`config.mk`:
```
export PLATFORM = sky130hd
export DESIGN_NAME = pcseq_unit
export DESIGN_NICKNAME = d
export VERILOG_FILES = /design/src/rtl/pcseq_pkg.sv /design/src/rtl/pcseq_cond.sv /design/src/rtl/pcseq_target.sv /design/src/rtl/pcseq_select.sv /design/src/rtl/pcseq_unit.sv
export SDC_FILE = /design/constraint.sdc
export NUM_CORES = 1
export LEC_CHECK = 0
export BUFFER_PORTS_ARGS = -buffer_cell sky130_fd_sc_hd__buf_2
export CORE_MARGIN = 2
export CORE_UTILIZATION = 40
export CTS_BUF_LIST = sky130_fd_sc_hd__clkbuf_4 sky130_fd_sc_hd__clkbuf_8
export DETAILED_ROUTE_END_ITERATION = 8
export PLACE_DENSITY = 0.67
export SYNTH_ARGS = -nofsm -noshare
export SYNTH_HDL_FRONTEND = slang
export SYNTH_SLANG_ARGS = --single-unit
```
`constraint.sdc`:
```
create_clock -name clk -period 6.1 [get_ports clk]
set_input_delay 0.305 -clock clk [delete_from_list [all_inputs] [get_ports clk]]
set_output_delay 0.305 -clock clk [all_outputs]
set_load 0.03 [all_outputs]
```
`src/rtl/pcseq_pkg.sv`:
```
package pcseq_pkg;

    localparam int PC_W     = 32;
    localparam int IMM_W    = 16;
    localparam int JIDX_W   = 26;
    localparam int RIDX_W   = 5;
    localparam int CLS_W    = 4;
    localparam int CC_W     = 3;
    localparam int REGION_W = PC_W - JIDX_W - 2;
    localparam int STEP     = 4;
    localparam logic [RIDX_W-1:0] LINK_REG = RIDX_W'(31);
    localparam logic [RIDX_W-1:0] ZERO_REG = '0;

    typedef enum logic [CLS_W-1:0] {
        CLS_SEQ   = 4'd0,
        CLS_BRU   = 4'd1,
        CLS_BRC   = 4'd2,
        CLS_JABS  = 4'd3,
        CLS_CALL  = 4'd4,
        CLS_JREG  = 4'd5,
        CLS_RET   = 4'd6,
        CLS_CALLR = 4'd7,
        CLS_NXPC  = 4'd8,
        CLS_ERET  = 4'd9
    } pc_cls_e;

    // Candidate addresses prepared every cycle
    typedef struct packed {
        logic [PC_W-1:0] seq;
        logic [PC_W-1:0] rel;
        logic [PC_W-1:0] abs;
    } pc_cand_t;

    // Link register write request
    typedef struct packed {
        logic              we;
        logic [RIDX_W-1:0] idx;
        logic [PC_W-1:0]   data;
    } link_req_t;

    // Sign-extended branch offset with word alignment forced
    function automatic logic [PC_W-1:0] rel_offset(input logic [IMM_W-1:0] imm);
        logic [PC_W-1:0] ext;
        ext = {{(PC_W-IMM_W){imm[IMM_W-1]}}, imm};
        return {ext[PC_W-1:2], 2'b00};
    endfunction

    // Region-preserving absolute target
    function automatic logic [PC_W-1:0] abs_target(input logic [PC_W-1:0] pc,
                                                  input logic [JIDX_W-1:0] idx);
        return {pc[PC_W-1 -: REGION_W], idx, 2'b00};
    endfunction

    function automatic logic is_link_class(input pc_cls_e c);
        return (c == CLS_CALL) || (c == CLS_CALLR) || (c == CLS_NXPC);
    endfunction

endpackage

```
`src/rtl/pcseq_cond.sv`:
```
module pcseq_cond
    import pcseq_pkg::*;
#(
    parameter logic [CC_W-1:0] CC_GE  = 3'd0,
    parameter logic [CC_W-1:0] CC_LT  = 3'd1,
    parameter logic [CC_W-1:0] CC_NE  = 3'd2,
    parameter logic [CC_W-1:0] CC_EQ  = 3'd3,
    parameter logic [CC_W-1:0] CC_GEU = 3'd4,
    parameter logic [CC_W-1:0] CC_LTU = 3'd5
) (
    input  logic [CC_W-1:0] cond_i,
    input  logic [PC_W-1:0] opa_i,
    input  logic [PC_W-1:0] opb_i,
    output logic            take_o
);

    logic slt;
    logic ult;
    logic eq;

    always_comb begin
        slt = $signed(opa_i) < $signed(opb_i);
        ult = opa_i < opb_i;
        eq  = opa_i == opb_i;
    end

    always_comb begin
        if (cond_i == CC_GE)       take_o = ~slt;
        else if (cond_i == CC_LT)  take_o = slt;
        else if (cond_i == CC_NE)  take_o = ~eq;
        else if (cond_i == CC_EQ)  take_o = eq;
        else if (cond_i == CC_GEU) take_o = ~ult;
        else if (cond_i == CC_LTU) take_o = ult;
        else                       take_o = 1'b0;
    end

endmodule

```
`src/rtl/pcseq_target.sv`:
```
module pcseq_target
    import pcseq_pkg::*;
(
    input  logic [PC_W-1:0]   pc_i,
    input  logic [IMM_W-1:0]  imm16_i,
    input  logic [JIDX_W-1:0] imm26_i,
    output pc_cand_t          cand_o
);

    logic [PC_W-1:0] seq_addr;

    always_comb begin
        seq_addr    = pc_i + PC_W'(STEP);
        cand_o.seq  = seq_addr;
        cand_o.rel  = seq_addr + rel_offset(imm16_i);
        cand_o.abs  = abs_target(pc_i, imm26_i);
    end

endmodule

```
`src/rtl/pcseq_select.sv`:
```
module pcseq_select
    import pcseq_pkg::*;
(
    input  pc_cls_e           cls_i,
    input  logic              adv_i,
    input  logic              take_i,
    input  pc_cand_t          cand_i,
    input  logic [RIDX_W-1:0] rc_i,
    input  logic [PC_W-1:0]   rega_i,
    input  logic [PC_W-1:0]   eret_addr_i,
    output logic [PC_W-1:0]   next_o,
    output link_req_t         link_o
);

    always_comb begin
        next_o = cand_i.seq;
        unique case (cls_i)
            CLS_BRU:   next_o = cand_i.rel;
            CLS_BRC:   next_o = take_i ? cand_i.rel : cand_i.seq;
            CLS_JABS,
            CLS_CALL:  next_o = cand_i.abs;
            CLS_JREG,
            CLS_RET,
            CLS_CALLR: next_o = rega_i;
            CLS_ERET:  next_o = eret_addr_i;
            default:   next_o = cand_i.seq;
        endcase
    end

    always_comb begin
        link_o.data = cand_i.seq;
        link_o.idx  = (cls_i == CLS_NXPC) ? rc_i : LINK_REG;
        link_o.we   = adv_i && is_link_class(cls_i) && (link_o.idx != ZERO_REG);
    end

endmodule

```
`src/rtl/pcseq_unit.sv`:
```
module pcseq_unit
    import pcseq_pkg::*;
#(
    parameter logic [PC_W-1:0] RESET_VEC = 32'h0000_0100,
    parameter logic [CC_W-1:0] CC_GE  = 3'd0,
    parameter logic [CC_W-1:0] CC_LT  = 3'd1,
    parameter logic [CC_W-1:0] CC_NE  = 3'd2,
    parameter logic [CC_W-1:0] CC_EQ  = 3'd3,
    parameter logic [CC_W-1:0] CC_GEU = 3'd4,
    parameter logic [CC_W-1:0] CC_LTU = 3'd5
) (
    input  logic              clk,
    input  logic              rst,
    input  logic              adv_i,
    input  logic [CLS_W-1:0]  cls_i,
    input  logic [CC_W-1:0]   cond_i,
    input  logic [IMM_W-1:0]  imm16_i,
    input  logic [JIDX_W-1:0] imm26_i,
    input  logic [RIDX_W-1:0] rc_i,
    input  logic [PC_W-1:0]   rega_i,
    input  logic [PC_W-1:0]   regb_i,
    input  logic [PC_W-1:0]   eret_addr_i,
    output logic [PC_W-1:0]   pc_o,
    output logic [PC_W-1:0]   next_pc_o,
    output logic              lnk_we_o,
    output logic [RIDX_W-1:0] lnk_idx_o,
    output logic [PC_W-1:0]   lnk_data_o
);

    logic [PC_W-1:0] pc_q;
    logic [PC_W-1:0] next_pc;
    logic            take;
    pc_cand_t        cand;
    link_req_t       link;
    pc_cls_e         cls;

    assign cls = pc_cls_e'(cls_i);

    pcseq_cond #(
        .CC_GE (CC_GE),
        .CC_LT (CC_LT),
        .CC_NE (CC_NE),
        .CC_EQ (CC_EQ),
        .CC_GEU(CC_GEU),
        .CC_LTU(CC_LTU)
    ) u_cond (
        .cond_i(cond_i),
        .opa_i (rega_i),
        .opb_i (regb_i),
        .take_o(take)
    );

    pcseq_target u_target (
        .pc_i   (pc_q),
        .imm16_i(imm16_i),
        .imm26_i(imm26_i),
        .cand_o (cand)
    );

    pcseq_select u_select (
        .cls_i      (cls),
        .adv_i      (adv_i),
        .take_i     (take),
        .cand_i     (cand),
        .rc_i       (rc_i),
        .rega_i     (rega_i),
        .eret_addr_i(eret_addr_i),
        .next_o     (next_pc),
        .link_o     (link)
    );

    always_ff @(posedge clk) begin
        if (rst) begin
            pc_q <= RESET_VEC;
        end else if (adv_i) begin
            pc_q <= next_pc;
        end
    end

    assign pc_o       = pc_q;
    assign next_pc_o  = next_pc;
    assign lnk_we_o   = link.we;
    assign lnk_idx_o  = link.idx;
    assign lnk_data_o = link.data;

endmodule

```
# ---- Yosys cells after proc, flatten, opt, wreduce, memory -nomap -nowiden
# Index checks and enable logic that the tools add are counted.
dict set report word_totals {
  reg_bits 32
  wordCells 40
}
dict set report classes {
  add_sub_neg 2
  n_lt_le_gt_ge 2
  eq_ne 15
  mux 9
  bitwise 3
  n_reduce_logical 8
}
# cell n
set ops {}
lappend ops {{case mux 32 bit (5 select lines)} 1}
lappend ops {{< comparator 32 bit} 2}
lappend ops {{adder 32 x 3 -> 32 bit (second input constant)} 1}
lappend ops {{adder 32 bit} 1}
lappend ops {{== test 32 bit} 1}
lappend ops {{two-way mux 32 bit} 1}
lappend ops {{== test 4 x 3 -> 1 bit (second input constant)} 4}
lappend ops {{== test 4 x 2 -> 1 bit (second input constant)} 2}
lappend ops {{== test 4 bit (second input constant)} 2}
lappend ops {{== test 3 x 2 -> 1 bit (second input constant)} 2}
lappend ops {{== test 3 bit (second input constant)} 2}
lappend ops {{two-way mux 1 bit} 6}
lappend ops {{two-way mux 5 bit} 1}
lappend ops {{nonzero test 5 bit} 1}
lappend ops {{== test 4 x 1 -> 1 bit (second input constant)} 1}
lappend ops {{== test 3 x 1 -> 1 bit (second input constant)} 1}
lappend ops {{zero test 3 bit} 1}
lappend ops {{NOT 1 bit} 3}
lappend ops {{OR reduction 3 bit} 1}
lappend ops {{logical AND 1 bit} 2}
lappend ops {{logical OR 1 bit} 2}
lappend ops {{OR reduction 2 bit} 1}

# ---- Longest topological paths before layout
dict set report depth {
  ltp_word 9
  mapped_depth 18
}

# ---- By module
# From an unflattened synthesis, not the netlist that was laid out.
dict set report unflattened {
  hier_cells 863
  hier_area_um2 6466.2
}
# module n_inst cells_each area_per_inst_um2 seq_area_each_um2
set by_module_without_submodules {}
lappend by_module_without_submodules {pcseq_target 1 348 2397.3 0.0}
lappend by_module_without_submodules {pcseq_select 1 287 2005.7 0.0}
lappend by_module_without_submodules {pcseq_unit 1 103 1166.1 640.6}
lappend by_module_without_submodules {pcseq_cond 1 125 897.1 0.0}

# ---- Worst setup path before layout
# Ideal clock, no wire load.
dict set report synth_timing {
  path_type {register to output}
  from {reg pc_q[7] (netlist: pc_o[7])}
  to {out next_pc_o[29]}
  arrival_ps 4471
  required_time_ps 5795
  path_slack_ps 1324
  stages_incl_launch_ff 18
  path_buffers 1
  cell_sequence {dfxtp_1 > and4_1 > nand2_1 > nor4_1 > and2_1 > nand2_1 > xnor2_1 > ha_1 > clkbuf_1 > a21o_1 > a21o_1 > a21oi_1 > o311ai_1 > a31o_2 > a21oi_1 > xnor2_1 > a21oi_1 > nor2_1}
}
dict set report synth_via {
  elab_chain_len 4
}
# element line
set synth_rtl {}
lappend synth_rtl {{from (decl)} pcseq_unit.sv:30} ;# logic [PC_W-1:0] pc_q;
lappend synth_rtl {{from (signal assigned)} pcseq_unit.sv:76} ;# pc_q <= next_pc;
lappend synth_rtl {{adder 32 x 3 -> 32 bit (*)} pcseq_target.sv:13} ;# seq_addr = pc_i + PC_W'(STEP);
lappend synth_rtl {{net lnk_data_o[24]} pcseq_unit.sv:27} ;# output logic [PC_W-1:0] lnk_data_o
lappend synth_rtl {{adder 32 bit (*)} pcseq_target.sv:15} ;# cand_o.rel = seq_addr + rel_offset(imm16_i);
lappend synth_rtl {{two-way mux 32 bit} pcseq_select.sv:19} ;# CLS_BRC: next_o = take_i ? cand_i.rel : cand_i.seq;
lappend synth_rtl {{case mux 32 bit (5 select lines) (*)} pcseq_select.sv:17} ;# unique case (cls_i)
lappend synth_rtl {{to (decl)} pcseq_unit.sv:24} ;# output logic [PC_W-1:0] next_pc_o,
# The timed path passes the listed nets; every way through them passes the cells marked *.

# ---- Worst setup path in the final report
dict set report layout_timing {
  from {reg pc_q[3] (netlist: pc_o[3])}
  to {out next_pc_o[25]}
}
dict set report layout_via {
  elab_chain_len 4
}
# element line
set layout_rtl {}
lappend layout_rtl {{adder 32 x 3 -> 32 bit (*)} pcseq_target.sv:13}
lappend layout_rtl {{adder 32 bit} pcseq_target.sv:15}
lappend layout_rtl {{two-way mux 32 bit} pcseq_select.sv:19}
lappend layout_rtl {{case mux 32 bit (5 select lines) (*)} pcseq_select.sv:17}
# Mark *: on every way between the ends. The rest lies on a longest branch, timed or not.

==> results by group <==
Logic synthesis
  • Syn avg cell area: 7.235 µm²
  • EDFF count, synth: 0
  • Sequential area share after synthesis: 0.1242
  • Post-Syn Instances: 713
  • Ys async rst share: 0
  • Post-synthesis cell type count: 70
  • Primary FF master, synth: dfxtp_1
  • Synth Net Count: 929
  • Post-synthesis register bit count: 32
  • Ys Warns: 0
  • Post-Syn Area: 5159 µm²

Clock tree
  • Clk slew on worst S/H paths: 0.08 ns
  • Max clock buf depth: 2
  • Max H-tree Level: 2
  • TritonCTS Buffers: 5
  • Root Driver: clkbuf_8
  • Setup bufs post-CTS: 0
  • Post-CTS Hold Buffers: 0
  • Post-CTS Resized: 0
  • Clock latency on the worst-skew pair: 0.31 ns
  • CTS sink cnt: 32
  • CTS tree: yes

Timing
  • Final Skew: 0.01822 ns
  • Slew HR: 0.2538
  • Worst-margin pin slew: 1.119 ns
  • RSZ-0062 raised after global routing: false
  • Final hold violations: 0
  • Fmax: 204.5 MHz
  • Min Hold Slack: 0.3905 ns
  • Minimum clock period: 4.889 ns
  • Final Cycle Share: 0.8015
  • Setup_tns: 0 ns
  • Pins Over Slew Limit: 0
  • Final number of setup-violating endpoints: 0

Floorplanning
  • I/O pin cnt: about 260
  • Core Area: around 13000 µm²
  • Die height: 117.6 µm
  • Rows: 41
  • Die Area: 13820 µm²
  • Starting Density: 0.4088
  • Die width: 117.6 µm

Status
  • Status: completed

Worst setup path
  • Worst EP arrival: 4.58 ns
  • WP data required: 5.79 ns
  • CP startpoint: pc_o[3]
  • Worst r2r path cells: 15
  • Worst setup EP type: primary output
  • R2R Path Start: pc_o[3]
  • Critical Setup Path Class: reg2out
  • Startpoint types: flip-flop
  • Max FO, Critical Path: 5

Cells and area
  • Max reg flops: 32
  • Share of layout cells above drive strength 1: 0.2995
  • Nets: 1160
  • Filler cell count: roughly 1400
  • Area occupied by multi-input gates: between 4000 and 5000 µm²
  • Most common cell after layout, fill and taps aside: buf_2
  • Register Area: 640.6 µm²
  • Most frequent cells in the layout: buf_2, nand2_1, ha_1
  • Fin cells: around 1100
  • Synth-to-layout area growth: 29.15%
  • Core Util, Final: 0.5280

Flow run
  • Max_cap viols: 0

Global route
  • Largest net degree at the start of global routing: 47
  • Initial antenna violation count: 4
  • Vias in the first global route: 6012
  • Total track usage: 0.2763
  • Grt total ovfl: 0
  • First-pass GRT wire length: roughly 31000 µm

Placement
  • GP Congestion: ~0.95
  • Count of input and output buffers: 252
  • Placed insts: 1109
  • Dpl hpwl: approximately 16000 µm

Pwr
  • Leak pwr: 0.003452 µW
  • Pwr Total: between 1000 and 1500 µW
  • VDD IR max: around 80 µV
  • Cell Pwr Density: 170.7 nW/µm²

Routing
  • Post-Route WL: 19680 µm
  • Vias per cell: 5.688
  • Via count: 6359
  • WL per Instance: 17.60 µm
  • DRC violations left: 0
  • Final antenna-violating net count: 0
  • DR pass1 iterations: 9
  • Starting DRT DRC Count: 488

Worst hold path
  • Worst hold path type: in2reg
  • Hold_sp: eret_addr_i[28]
  • Hold path depth: 3
-- critical path: stages (launching register included) --
cell	delay (ns)
dfxtp_1	0.40
ha_1	0.24
nand4_1	0.24
nor2_1	0.18
xor2_1	0.36
ha_1	0.37
a21oi_1	0.28
o21ai_0	0.16
a41oi_1	0.54
o21ai_1	0.24
a21oi_1	0.34
o21bai_1	0.15
a31oi_1	0.22
xnor2_1	0.14
nand2_1	0.09
nand3_1	0.11
buf_2	0.20
-- synth_stat cells, drive strengths merged, types with 3 or more instances --
library cell,instances,area share
buf,8,0.0099
a31o,3,0.0051
a41oi,3,0.0051
nand3,17,0.017
a211oi,9,0.014
a21o,10,0.015
a221o,8,0.016
o22ai,3,0.0036
nor4,5,0.0090
and3,8,0.0097
o211ai,6,0.0087
a21boi,16,0.023
a311oi,12,0.020
o311a,3,0.0058
and4,3,0.0051
a221oi,7,0.013
inv,57,0.041
clkbuf,25,0.018
a222oi,25,0.049
xnor2,36,0.061
o21bai,5,0.0073
ha,62,0.15
nor2,56,0.041
and2,4,0.0049
dfxtp,32,0.12
nand4,14,0.018
or3,5,0.0061
nand2,98,0.072
o2bb2ai,3,0.0051
nor3,7,0.0068
nand3b,3,0.0044
o21a,9,0.013
o21ai,31,0.030
nand2b,8,0.0097
a21oi,44,0.043
o31ai,6,0.012
a31oi,8,0.0097
xor2,22,0.037
nor2b,6,0.0073
-- worst paths after layout --
check | to | slack (ns)
worst min-delay path | pc_o[28] | 0.39
worst min register to register | pc_o[0] | 0.53
worst max register to register | pc_o[25] | 1.82
worst max-delay path | next_pc_o[25] | 1.21
-- logic make-up after synthesis --
logic type,count (synthesis),synth area share
AOI/OAI and AO/OA,228,0.3289
xor gates and xnor gates,58,0.09847
adders and majority gates,63,0.1543
buffers and inverters,90,0.06961
DFF,32,0.1242
muxes,1,0.001940
and+or+nand+nor,241,0.2227
-- report_power, final --
| part | leakage, µW | internal, µW | switching [µW] |
|---|---|---|---|
| clock | 0.0000541 | 121 | 101 |
| combinational | 0.00313 | 241 | 425 |
| sequential | 0.000264 | 225 | 23.7 |
-- metal layers --
layer	routed length, µm	track usage
met1	8601	0.3648
met2	9098	0.4660
met3	1537	0.04457
met4	439	0.07605
met5	0	0
-- final cells by class --
cell class / instances / area share
multi-input combinational: 591 / 0.6274
timing repair buffer: 257 / 0.1949
sequential: 32 / 0.09615
tap: 172 / 0.03230
inverter: 57 / 0.03211
clock buffer: 5 / 0.01033
clock inverter: 3 / 0.006385
antenna: 1 / 0.0003756
-- metrics by stage --
stage               setup WS, ns  cell area (µm²)
floorplan                  1.324             5159
global placement           1.665             6549
detailed placement         1.614             6549
CTS                        1.250             6660
global route              0.9045             6663
finish                     1.211             6663
No activity file was read; power rests on OpenSTA's default activity.
